File: src/rtl/dma_trig_pkg.sv
package dma_trig_pkg;

  typedef enum logic [1:0] {
    POL_OFF     = 2'd0,
    POL_RISE    = 2'd1,
    POL_FALL    = 2'd2,
    POL_OFF_ALT = 2'd3
  } trig_pol_e;

  typedef enum logic [1:0] {
    UNIT_BLOCK  = 2'd0,
    UNIT_REPEAT = 2'd1,
    UNIT_LINK   = 2'd2,
    UNIT_BURST  = 2'd3
  } unit_kind_e;

  localparam int SYNC_STAGES = 2;

endpackage

File: src/rtl/dma_trig_sync.sv
module dma_trig_sync #(
  parameter int WIDTH  = 56,
  parameter int STAGES = 2
) (
  input  logic             clk,
  input  logic             rst_n,
  input  logic [WIDTH-1:0] async_in,
  output logic [WIDTH-1:0] sync_out
);

  for (genvar g = 0; g < WIDTH; g++) begin : g_line
    logic [STAGES-1:0] shift_q;
    logic [STAGES-1:0] shift_d;

    always_comb begin
      shift_d = {shift_q[STAGES-2:0], async_in[g]};
    end

    always_ff @(posedge clk or negedge rst_n) begin
      if (!rst_n) begin
        shift_q <= '0;
      end else begin
        shift_q <= shift_d;
      end
    end

    assign sync_out[g] = shift_q[STAGES-1];
  end

endmodule

File: src/rtl/dma_trig_edge.sv
module dma_trig_edge
  import dma_trig_pkg::*;
#(
  parameter int NUM_TRIG = 56,
  parameter int SEL_W    = 6
) (
  input  logic                clk,
  input  logic                rst_n,
  input  logic [NUM_TRIG-1:0] line_sync,
  input  logic [SEL_W-1:0]    sel,
  input  logic [1:0]          pol,
  output logic                hit,
  output logic                cfg_chg
);

  localparam logic [SEL_W-1:0] LAST_IDX = SEL_W'(NUM_TRIG - 1);

  logic             cur;
  logic             prev_q;
  logic [SEL_W-1:0] sel_q;
  logic [1:0]       pol_q;
  logic             rise;
  logic             fall;

  // Line selection; an index past the last line selects a constant low.
  always_comb begin
    if (sel <= LAST_IDX) begin
      cur = line_sync[sel];
    end else begin
      cur = 1'b0;
    end
  end

  always_comb begin
    cfg_chg = (sel != sel_q) || (pol != pol_q);
    rise    = cur && !prev_q;
    fall    = !cur && prev_q;
    hit     = 1'b0;
    if (!cfg_chg) begin
      unique case (trig_pol_e'(pol))
        POL_RISE: hit = rise;
        POL_FALL: hit = fall;
        default:  hit = 1'b0;
      endcase
    end
  end

  always_ff @(posedge clk or negedge rst_n) begin
    if (!rst_n) begin
      prev_q <= 1'b0;
      sel_q  <= '0;
      pol_q  <= 2'd0;
    end else begin
      prev_q <= cur;
      sel_q  <= sel;
      pol_q  <= pol;
    end
  end

  // An index change must not let the level of the old line fake an edge
  AST_NO_HIT_ON_SWITCH: assert property (@(posedge clk) disable iff (!rst_n)
    (sel != $past(sel)) |-> !hit);

endmodule

File: src/rtl/dma_trig_latch.sv
module dma_trig_latch (
  input  logic clk,
  input  logic rst_n,
  input  logic hit,
  input  logic clr,
  input  logic consume,
  output logic pend,
  output logic overrun
);

  logic pend_q;
  logic pend_d;
  logic ovr_q;
  logic ovr_d;

  always_comb begin
    pend_d = pend_q;
    ovr_d  = ovr_q;
    if (clr) begin
      pend_d = 1'b0;
    end else if (consume) begin
      pend_d = hit;
    end else if (hit) begin
      pend_d = 1'b1;
      if (pend_q) begin
        ovr_d = 1'b1;
      end
    end
  end

  always_ff @(posedge clk or negedge rst_n) begin
    if (!rst_n) begin
      pend_q <= 1'b0;
      ovr_q  <= 1'b0;
    end else begin
      pend_q <= pend_d;
      ovr_q  <= ovr_d;
    end
  end

  assign pend    = pend_q;
  assign overrun = ovr_q;

  AST_PEND_FROM_HIT: assert property (@(posedge clk) disable iff (!rst_n)
    $rose(pend_q) |-> $past(hit));
  AST_OVR_STICKY: assert property (@(posedge clk) disable iff (!rst_n)
    ovr_q |=> ovr_q);
  AST_OVR_CAUSE: assert property (@(posedge clk) disable iff (!rst_n)
    $rose(ovr_q) |-> $past(hit && pend_q));
  AST_CLR_EMPTIES: assert property (@(posedge clk) disable iff (!rst_n)
    clr |=> !pend_q);

endmodule

File: src/rtl/dma_trig_release.sv
module dma_trig_release
  import dma_trig_pkg::*;
(
  input  logic       clk,
  input  logic       rst_n,
  input  logic       req,
  input  logic [1:0] kind,
  input  logic [1:0] mode,
  input  logic       pend,
  output logic       go,
  output logic       consume
);

  logic       go_q;
  logic       go_d;
  logic       gated;
  unit_kind_e kind_e;
  unit_kind_e mode_e;

  always_comb begin
    kind_e  = unit_kind_e'(kind);
    mode_e  = unit_kind_e'(mode);
    gated   = (kind_e == mode_e);
    go_d    = req && !go_q && (!gated || pend);
    consume = go_d && gated;
  end

  always_ff @(posedge clk or negedge rst_n) begin
    if (!rst_n) begin
      go_q <= 1'b0;
    end else begin
      go_q <= go_d;
    end
  end

  assign go = go_q;

  AST_GO_SINGLE: assert property (@(posedge clk) disable iff (!rst_n)
    go_q |=> !go_q);
  AST_GO_NEEDS_REQ: assert property (@(posedge clk) disable iff (!rst_n)
    go_q |-> $past(req));
  AST_MATCH_WAITS_HIT: assert property (@(posedge clk) disable iff (!rst_n)
    (go_q && $past(kind == mode)) |-> $past(pend));

endmodule

File: src/rtl/dma_trig_gate.sv
module dma_trig_gate
  import dma_trig_pkg::*;
#(
  parameter int NUM_TRIG = 56,
  parameter int SEL_W    = $clog2(NUM_TRIG)
) (
  input  logic                clk,
  input  logic                rst_n,
  input  logic [NUM_TRIG-1:0] trig_in,
  input  logic [SEL_W-1:0]    cfg_sel,
  input  logic [1:0]          cfg_pol,
  input  logic [1:0]          cfg_mode,
  input  logic                unit_req,
  input  logic [1:0]          unit_type,
  output logic                unit_go,
  output logic                trig_overrun
);

  localparam logic [SEL_W-1:0] LAST_IDX = SEL_W'(NUM_TRIG - 1);

  logic                rst_meta_q;
  logic                rst_sync_q;
  logic                rst_int_n;
  logic [NUM_TRIG-1:0] line_sync;
  logic                hit;
  logic                cfg_chg;
  logic                pend;
  logic                consume;

  // Reset: asserted at once, removed on the clock
  always_ff @(posedge clk or negedge rst_n) begin
    if (!rst_n) begin
      rst_meta_q <= 1'b0;
      rst_sync_q <= 1'b0;
    end else begin
      rst_meta_q <= 1'b1;
      rst_sync_q <= rst_meta_q;
    end
  end
  assign rst_int_n = rst_sync_q;

  dma_trig_sync #(
    .WIDTH  (NUM_TRIG),
    .STAGES (SYNC_STAGES)
  ) u_sync (
    .clk      (clk),
    .rst_n    (rst_int_n),
    .async_in (trig_in),
    .sync_out (line_sync)
  );

  dma_trig_edge #(
    .NUM_TRIG (NUM_TRIG),
    .SEL_W    (SEL_W)
  ) u_edge (
    .clk       (clk),
    .rst_n     (rst_int_n),
    .line_sync (line_sync),
    .sel       (cfg_sel),
    .pol       (cfg_pol),
    .hit       (hit),
    .cfg_chg   (cfg_chg)
  );

  dma_trig_latch u_latch (
    .clk     (clk),
    .rst_n   (rst_int_n),
    .hit     (hit),
    .clr     (cfg_chg),
    .consume (consume),
    .pend    (pend),
    .overrun (trig_overrun)
  );

  dma_trig_release u_rel (
    .clk     (clk),
    .rst_n   (rst_int_n),
    .req     (unit_req),
    .kind    (unit_type),
    .mode    (cfg_mode),
    .pend    (pend),
    .go      (unit_go),
    .consume (consume)
  );

  AST_MASK_NO_PEND: assert property (@(posedge clk) disable iff (!rst_int_n)
    $rose(pend) |-> $past(cfg_pol == POL_RISE || cfg_pol == POL_FALL));
  AST_RANGE_NO_PEND: assert property (@(posedge clk) disable iff (!rst_int_n)
    $rose(pend) |-> $past(cfg_sel <= LAST_IDX));
  AST_RESET_QUIET: assert property (@(posedge clk)
    !rst_int_n |-> (!unit_go && !trig_overrun));

endmodule

File: config.mk
export PLATFORM = sky130hd
export DESIGN_NAME = dma_trig_gate
export DESIGN_NICKNAME = d
export VERILOG_FILES = /design/src/rtl/dma_trig_pkg.sv /design/src/rtl/dma_trig_sync.sv /design/src/rtl/dma_trig_edge.sv /design/src/rtl/dma_trig_latch.sv /design/src/rtl/dma_trig_release.sv /design/src/rtl/dma_trig_gate.sv
export SDC_FILE = /design/constraint.sdc
export NUM_CORES = 1
export LEC_CHECK = 0
export BUFFER_PORTS_ARGS = -buffer_cell sky130_fd_sc_hd__buf_2
export CAP_MARGIN = 30
export CORE_MARGIN = 2
export CORE_UTILIZATION = 48
export DETAILED_ROUTE_END_ITERATION = 8
export PLACE_DENSITY_LB_ADDON = 0.25
export SETUP_SLACK_MARGIN = 0.15
export SYNTH_ARGS = -nofsm -noshare
export SYNTH_HDL_FRONTEND = slang
export SYNTH_SLANG_ARGS = --single-unit
File: constraint.sdc
create_clock -name clk -period 3.5 [get_ports clk]
set_input_delay 0 -clock clk [delete_from_list [all_inputs] [get_ports clk]]
set_output_delay 0 -clock clk [all_outputs]
set_load 0.005 [all_outputs]
==> results of run 1 <==
[report_power, final]
group | total (mW) | switching (mW) | internal [mW]
clock network | 1.81 | 0.585 | 1.23
logic | 0.197 | 0.0737 | 0.123
registers | 1.57 | 0.0364 | 1.53
[stage by stage]
step | utilization | power [mW] | area (um2) | hold slack (ns)
after floorplan | - | 1.66 | 3930 | -0.296
after global placement | 0.544 | 1.73 | 4400 | -0.215
after detailed placement | 0.544 | 1.73 | 4400 | -0.213
after CTS | 0.706 | 3.62 | 5720 | 0.0980
after global routing | 0.706 | 3.72 | 5720 | 0.107
final | 0.706 | 3.58 | 5720 | 0.126
[worst reg2reg max path: stages, from the launching register on]
cell and delay (ns):
dfrtp_1 0.34, mux4_1 0.48, mux2i_1 0.16, nor3b_1 0.10, o41ai_4 0.37, a2111oi_1 0.15
a311o_1 0.34
[cells by family (layout without fill, tap and decap cells)]
kind of cell	after synthesis	after routing	share of synthesized area
and+or+nand+nor	27	27	0.0404
buffers and inverters	9	178	0.0137
adders and majority gates	2	2	0.00636
muxes	20	20	0.0888
xor gates and xnor gates	10	10	0.0223
other	1	1	0.000954
DFF	126	126	0.802
AOI/OAI and AO/OA	11	11	0.0255
[area by class of cell]
| cell class | instances | area, um2 | area share |
|---|---|---|---|
| Clock buffer | 22 | 473 | 0.0827 |
| Tap cell | 105 | 131 | 0.0230 |
| Clock inverter | 10 | 159 | 0.0278 |
| Sequential cell | 126 | 3160 | 0.552 |
| Inverter | 4 | 15.0 | 0.00263 |
| Timing Repair Buffer | 142 | 1060 | 0.185 |
| Multi-Input combinational cell | 71 | 724 | 0.127 |
[cells in the mapped netlist]
cell         n
a2111oi_1    1
nand4b_1     1
nor3_1       1
o221ai_1     1
o21ai_0      1
buf_4        1
inv_1        4
nor4b_2      1
o21ai_1      1
mux2_1       5
nand3_1      1
mux2i_1      3
mux2_2       1
nand2_1      5
nor3b_1      1
buf_6        2
mux4_2      10
nand3b_1     1
o211ai_1     2
or3b_2       1
o22ai_1      3
xnor2_1      2
conb_1       1
o41ai_4      1
a311o_1      1
buf_2        1
dfrtp_1    126
nand2b_1     2
mux4_1       1
or4b_1       1
and3b_1      1
and2_1       1
nor4_1       3
xor2_1       8
nor2_1       7
ha_1         2
clkbuf_1     1
[state kept, by name, indices dropped and copies added, names as in the netlist]
register and flops:
rst_int_n 1, rst_meta_q 1, u_edge.pol_q 2, u_edge.prev_q 1, u_edge.sel_q 6, u_latch.overrun 1
u_latch.pend 1, u_rel.go 1, u_sync.g_line.shift_q 112
[how the worst max path moves through the flow]
stage / endpoint / slack (ns) / depth (start not counted)
after floorplan: u_edge.pol_q[0]$_DFF_PN0_ / 1.40 / 0
after global placement: u_latch.overrun$_DFFE_PN0P_ / 1.20 / 7
final: u_latch.overrun$_DFFE_PN0P_ / 1.17 / 8
after CTS: u_latch.overrun$_DFFE_PN0P_ / 1.13 / 8
after detailed placement: u_latch.overrun$_DFFE_PN0P_ / 1.16 / 7
after global routing: u_latch.overrun$_DFFE_PN0P_ / 0.93 / 8
[layer usage]
metal | track usage | share of wire
met4 | 0.0857 | 0.023
met5 | 0 | 0
met3 | 0.0670 | 0.050
met2 | 0.271 | 0.51
met1 | 0.213 | 0.42
==> results.ini, run 1 <==
[sta]
fin_crit_sh = 0.666
finClkSkew_ns = 0.00687
max_freq_ghz = 0.429
drv_slew = 0
tightest_slew_ns = 0.917
fin_ws_ns = 1.17
setup_tns_ns = 0
finalHoldViolCount = 0
rsz0062_at_grt = no
fin_crit_ns = 2.33
relSlewSlack = 0.388
finalSetupViolCount = 0

[power]
leakage_nw = 2.63
p_per_area_nw_per_um2 = 626
peakVddDrop_mv = 0.386

[floorplanning]
start_util = 0.486
die_x_um = 94.5
die_height_um = 94.5
fp-row-count = 33
dieArea_um2 = 8930
core-area_um2 = 8090
ios = 73

[worst_hold_path]
worstHoldPathType = input port to flip-flop
worstHoldPathCells = 2
worstHoldStart = trig_in[19]
min_to = u_sync.g_line[19].shift_q[0]$_DFF_PN0_

[detailed_routing]
drt_iter0_drc = 59
via_per_inst = 4.56
drcViolationCount = 0
ant_nets = 0
routed-via-count = 2191
wire_per_inst_um = 13.8
wl_um = 6620
dr.pass1.iters = 4

[place]
hpwlAfterDp_um = 3780
place_ws_ns = 1.16
portBuffers = 72
placed_cells = 380
gp_congestion = 0.726

[logic_synthesis]
ys_types = 37
syn_nets = 279
ys_ff_latch = 126
syn_avg_cell_area_um2 = 19.1
synth_area_leaders = dfrtp_1 (80%), mux4_2 (5.7%), xor2_1 (1.8%)
yosysWarningCount = 0
synth_area_um2 = 3930
yosys.area.top_type = dfrtp_1
seq_area_frac_synth = 0.802
synth_top_area_frac = 0.802
syn_inst = 206

[setup_path]
r2r_slack_ns = 1.44
cp.required_ns = 3.88
cp-start-kind = input port
path_cells = dlygate4sd3_1 -> buf_2 -> mux4_1 -> mux2i_1 -> nor3b_1 -> o41ai_4 -> a2111oi_1 -> a311o_1
r2r_cells = 6
crit_arrival_ns = 2.71
crit_start = cfg_sel[0]
cpLargestDelayFamily = buffers and inverters
path_buf_inv = 2
cpPeakStageDelay_ns = 0.61
slowest_stage = mux4_1
crit_type = input port to flip-flop
r2r_start = u_sync.g_line[19].shift_q[1]$_DFF_PN0_
endpoint_kind = flip-flop
critPathMaxFanout = 19
reg2reg_to = u_latch.overrun$_DFFE_PN0P_

[clock_network]
clock_sinks = 126
htreeDepth = 4
cts_setup_buffers = 0
numCtsBuffers = 17
path_clk_slew_ns = 0.06
post_cts_resized = 0
clk-insertion-delay-late_ns = 0.51
cts_tree = yes
cts.path.max_buffers = 2
postCtsHoldBufs = 68
root_buffer = clkbuf_8

[global_route]
grt_usage = 0.173
grt_pass1_wl_um = 11100
first_global_vias = 2348
grt_antenna_before_repair = 0
grt_max_degree = 79
overflow = 0

[final_layout]
finalNonFillerCells = 480
antenna_cells = 0
final_common_cell = dfrtp_1
layout.nets = 435
layout-drive-gt1-share = 0.320
final_cell_mix = dfrtp_1 (125), buf_2 (72), dlygate4sd3_1 (68)
n_fill_cell = 532
syn_to_final_growth_pct = 45.4

[run_status]
status = finished clean

[job]
drv_cap = 0

No activity file was read; power rests on OpenSTA's default activity.
==> run 2, diff against run 1 <==
--- a/config.mk
+++ b/config.mk
@@ -8,7 +8,7 @@
 export BUFFER_PORTS_ARGS = -buffer_cell sky130_fd_sc_hd__buf_2
 export CAP_MARGIN = 30
 export CORE_MARGIN = 2
-export CORE_UTILIZATION = 48
+export CORE_UTILIZATION = 54
 export DETAILED_ROUTE_END_ITERATION = 8
 export PLACE_DENSITY_LB_ADDON = 0.25
 export SETUP_SLACK_MARGIN = 0.15
==> constraint.sdc (replaced) <==
create_clock -name clk -period 2.2 [get_ports clk]
set_input_delay 0 -clock clk [delete_from_list [all_inputs] [get_ports clk]]
set_output_delay 0 -clock clk [all_outputs]
set_load 0.005 [all_outputs]
==> results.ini, run 2 (synthesis gave the netlist of run 1 again) <==
[run_status]
status = finished clean

[final_layout]
syn_to_final_growth_pct = 45.8
layout.nets = 438
layout-drive-gt1-share = 0.328
final_common_cell = dfrtp_1
largest_reg_flops = 112
regMostFlops = u_sync.g_line.shift_q
finalNonFillerCells = 477
final_cell_mix = dfrtp_1 (125), buf_2 (72), dlygate4sd3_1 (68)
antenna_cells = 0
top_regs = u_sync.g_line.shift_q x112, u_edge.sel_q x6, u_edge.pol_q x2

[sta]
relSlewSlack = 0.611
fin_crit_sh = 0.933
rsz0062_at_grt = yes
finClkSkew_ns = 0.00752
max_freq_ghz = 0.487
finalSetupViolCount = 0
fin_crit_ns = 2.05
setup_tns_ns = 0
finalHoldViolCount = 0
tightest_slew_ns = 0.584
drv_slew = 0

[setup_path]
cp-start-kind = flip-flop
cp.required_ns = 2.60
crit_arrival_ns = 2.45
critPathMaxFanout = 3
endpoint_kind = flip-flop
path_cells = mux4_2 -> nor2_2 -> nor4b_2 -> o41ai_4 -> a2111oi_1 -> a311o_1
crit_type = flip-flop to flip-flop
slowest_stage = mux4_2
cpPeakStageDelay_ns = 0.48

[floorplanning]
core-area_um2 = 7140
die_x_um = 89.3
dieArea_um2 = 7980
die_height_um = 89.3
start_util = 0.551
ios = 73
fp-row-count = 31

[clock_network]
cts_tree = yes
clock_sinks = 126
numCtsBuffers = 17
clk-insertion-delay-late_ns = 0.52
path_clk_slew_ns = 0.06
root_buffer = clkbuf_8
cts.path.max_buffers = 2
htreeDepth = 4

[place]
placed_cells = 376
portBuffers = 72
hpwlAfterDp_um = 4200
gp_congestion = 0.775

[detailed_routing]
via_per_inst = 4.77
drt_iter0_drc = 140
drcViolationCount = 0
routed-via-count = 2277
wl_um = 8420
dr.pass1.iters = 4
wire_per_inst_um = 17.7
ant_nets = 0

[global_route]
first_global_vias = 2622
use_met2 = 0.415
overflow = 0
grt_antenna_before_repair = 0
grt_max_degree = 52
grt_pass1_wl_um = 13500
grt_usage = 0.248
use_met3 = 0.0840
busiest_layer = met2
use_met1 = 0.298

[power]
p_per_area_nw_per_um2 = 998
p_total_mw = 5.72
peakVddDrop_mv = 0.824
leakage_nw = 2.63

[job]
drv_cap = 0

[worst_hold_path]
worstHoldPathType = input port to flip-flop

## run 2: cell count changes in the layout (fill, tap and decap cells not counted)
cell,change
clkinv_2,-1
clkbuf_8,-3
nor2_1,-1
clkinvlp_4,+1
inv_6,+2
buf_4,+2
buf_12,+1
clkinv_4,+1
nor2_2,+1
## run 2: what timing repair did
item	in CTS	in global routing
pin swaps	1	1
gates resized for setup	1	0
hold buffers	68	0
setup buffers	0	1
hold endpoints to repair	68	0
setup endpoints to repair	1	2
## run 2: final timing paths
check,slack (ns),cells past startpoint,endpoint,start
max,0.15,6,u_latch.overrun$_DFFE_PN0P_,u_sync.g_line[13].shift_q[1]$_DFF_PN0_
min,0.12,2,u_sync.g_line[31].shift_q[0]$_DFF_PN0_,trig_in[31]
max reg2reg,0.15,6,u_latch.overrun$_DFFE_PN0P_,u_sync.g_line[13].shift_q[1]$_DFF_PN0_
min reg2reg,0.33,0,u_sync.g_line[25].shift_q[0]$_DFF_PN0_,rst_int_n$_DFF_PN0_
max in group asynchronous,1.06,1,u_sync.g_line[18].shift_q[0]$_DFF_PN0_,rst_int_n$_DFF_PN0_
min in group asynchronous,0.32,3,rst_int_n$_DFF_PN0_,rst_n
## run 2: layout make-up
type | instances | area (um2)
clock inverter | 13 | 188
tap | 99 | 124
multi-input combinational | 71 | 727
fill | 375 | 1400
clock buffer | 19 | 432
inverter | 4 | 15.0
timing repair buffer | 145 | 1090
sequential | 126 | 3160
## run 2: per-layer routing
metal	vias to the layer above	wire length, um
met5	-	0
met4	0	163
met3	15	404
met2	81	4610
met1	1149	3240
li1	1032	-
## run 2: critical path: cells and delay by family (launching register included)
| kind | cells | cell delay, ns |
|---|---|---|
| compound gates | 3 | 0.85 |
| flops | 1 | 0.37 |
| mux | 1 | 0.48 |
| simple gates | 2 | 0.23 |
## run 2: metrics by stage
stage | util | area [um2] | hold WS [ns] | setup slack [ns]
floorplan | - | 3940 | -0.296 | 0.281
global placement | 0.620 | 4420 | -0.215 | 0.162
detailed placement | 0.620 | 4420 | -0.214 | 0.0672
CTS | 0.802 | 5730 | 0.102 | 0.173
global route | 0.803 | 5730 | 0.105 | 0.0470
finish | 0.803 | 5730 | 0.117 | 0.148
## run 2: power breakdown
| group | internal (mW) | switching, mW |
|---|---|---|
| sequential | 2.44 | 0.0566 |
| combinational | 0.203 | 0.143 |
| clock | 1.87 | 1.01 |
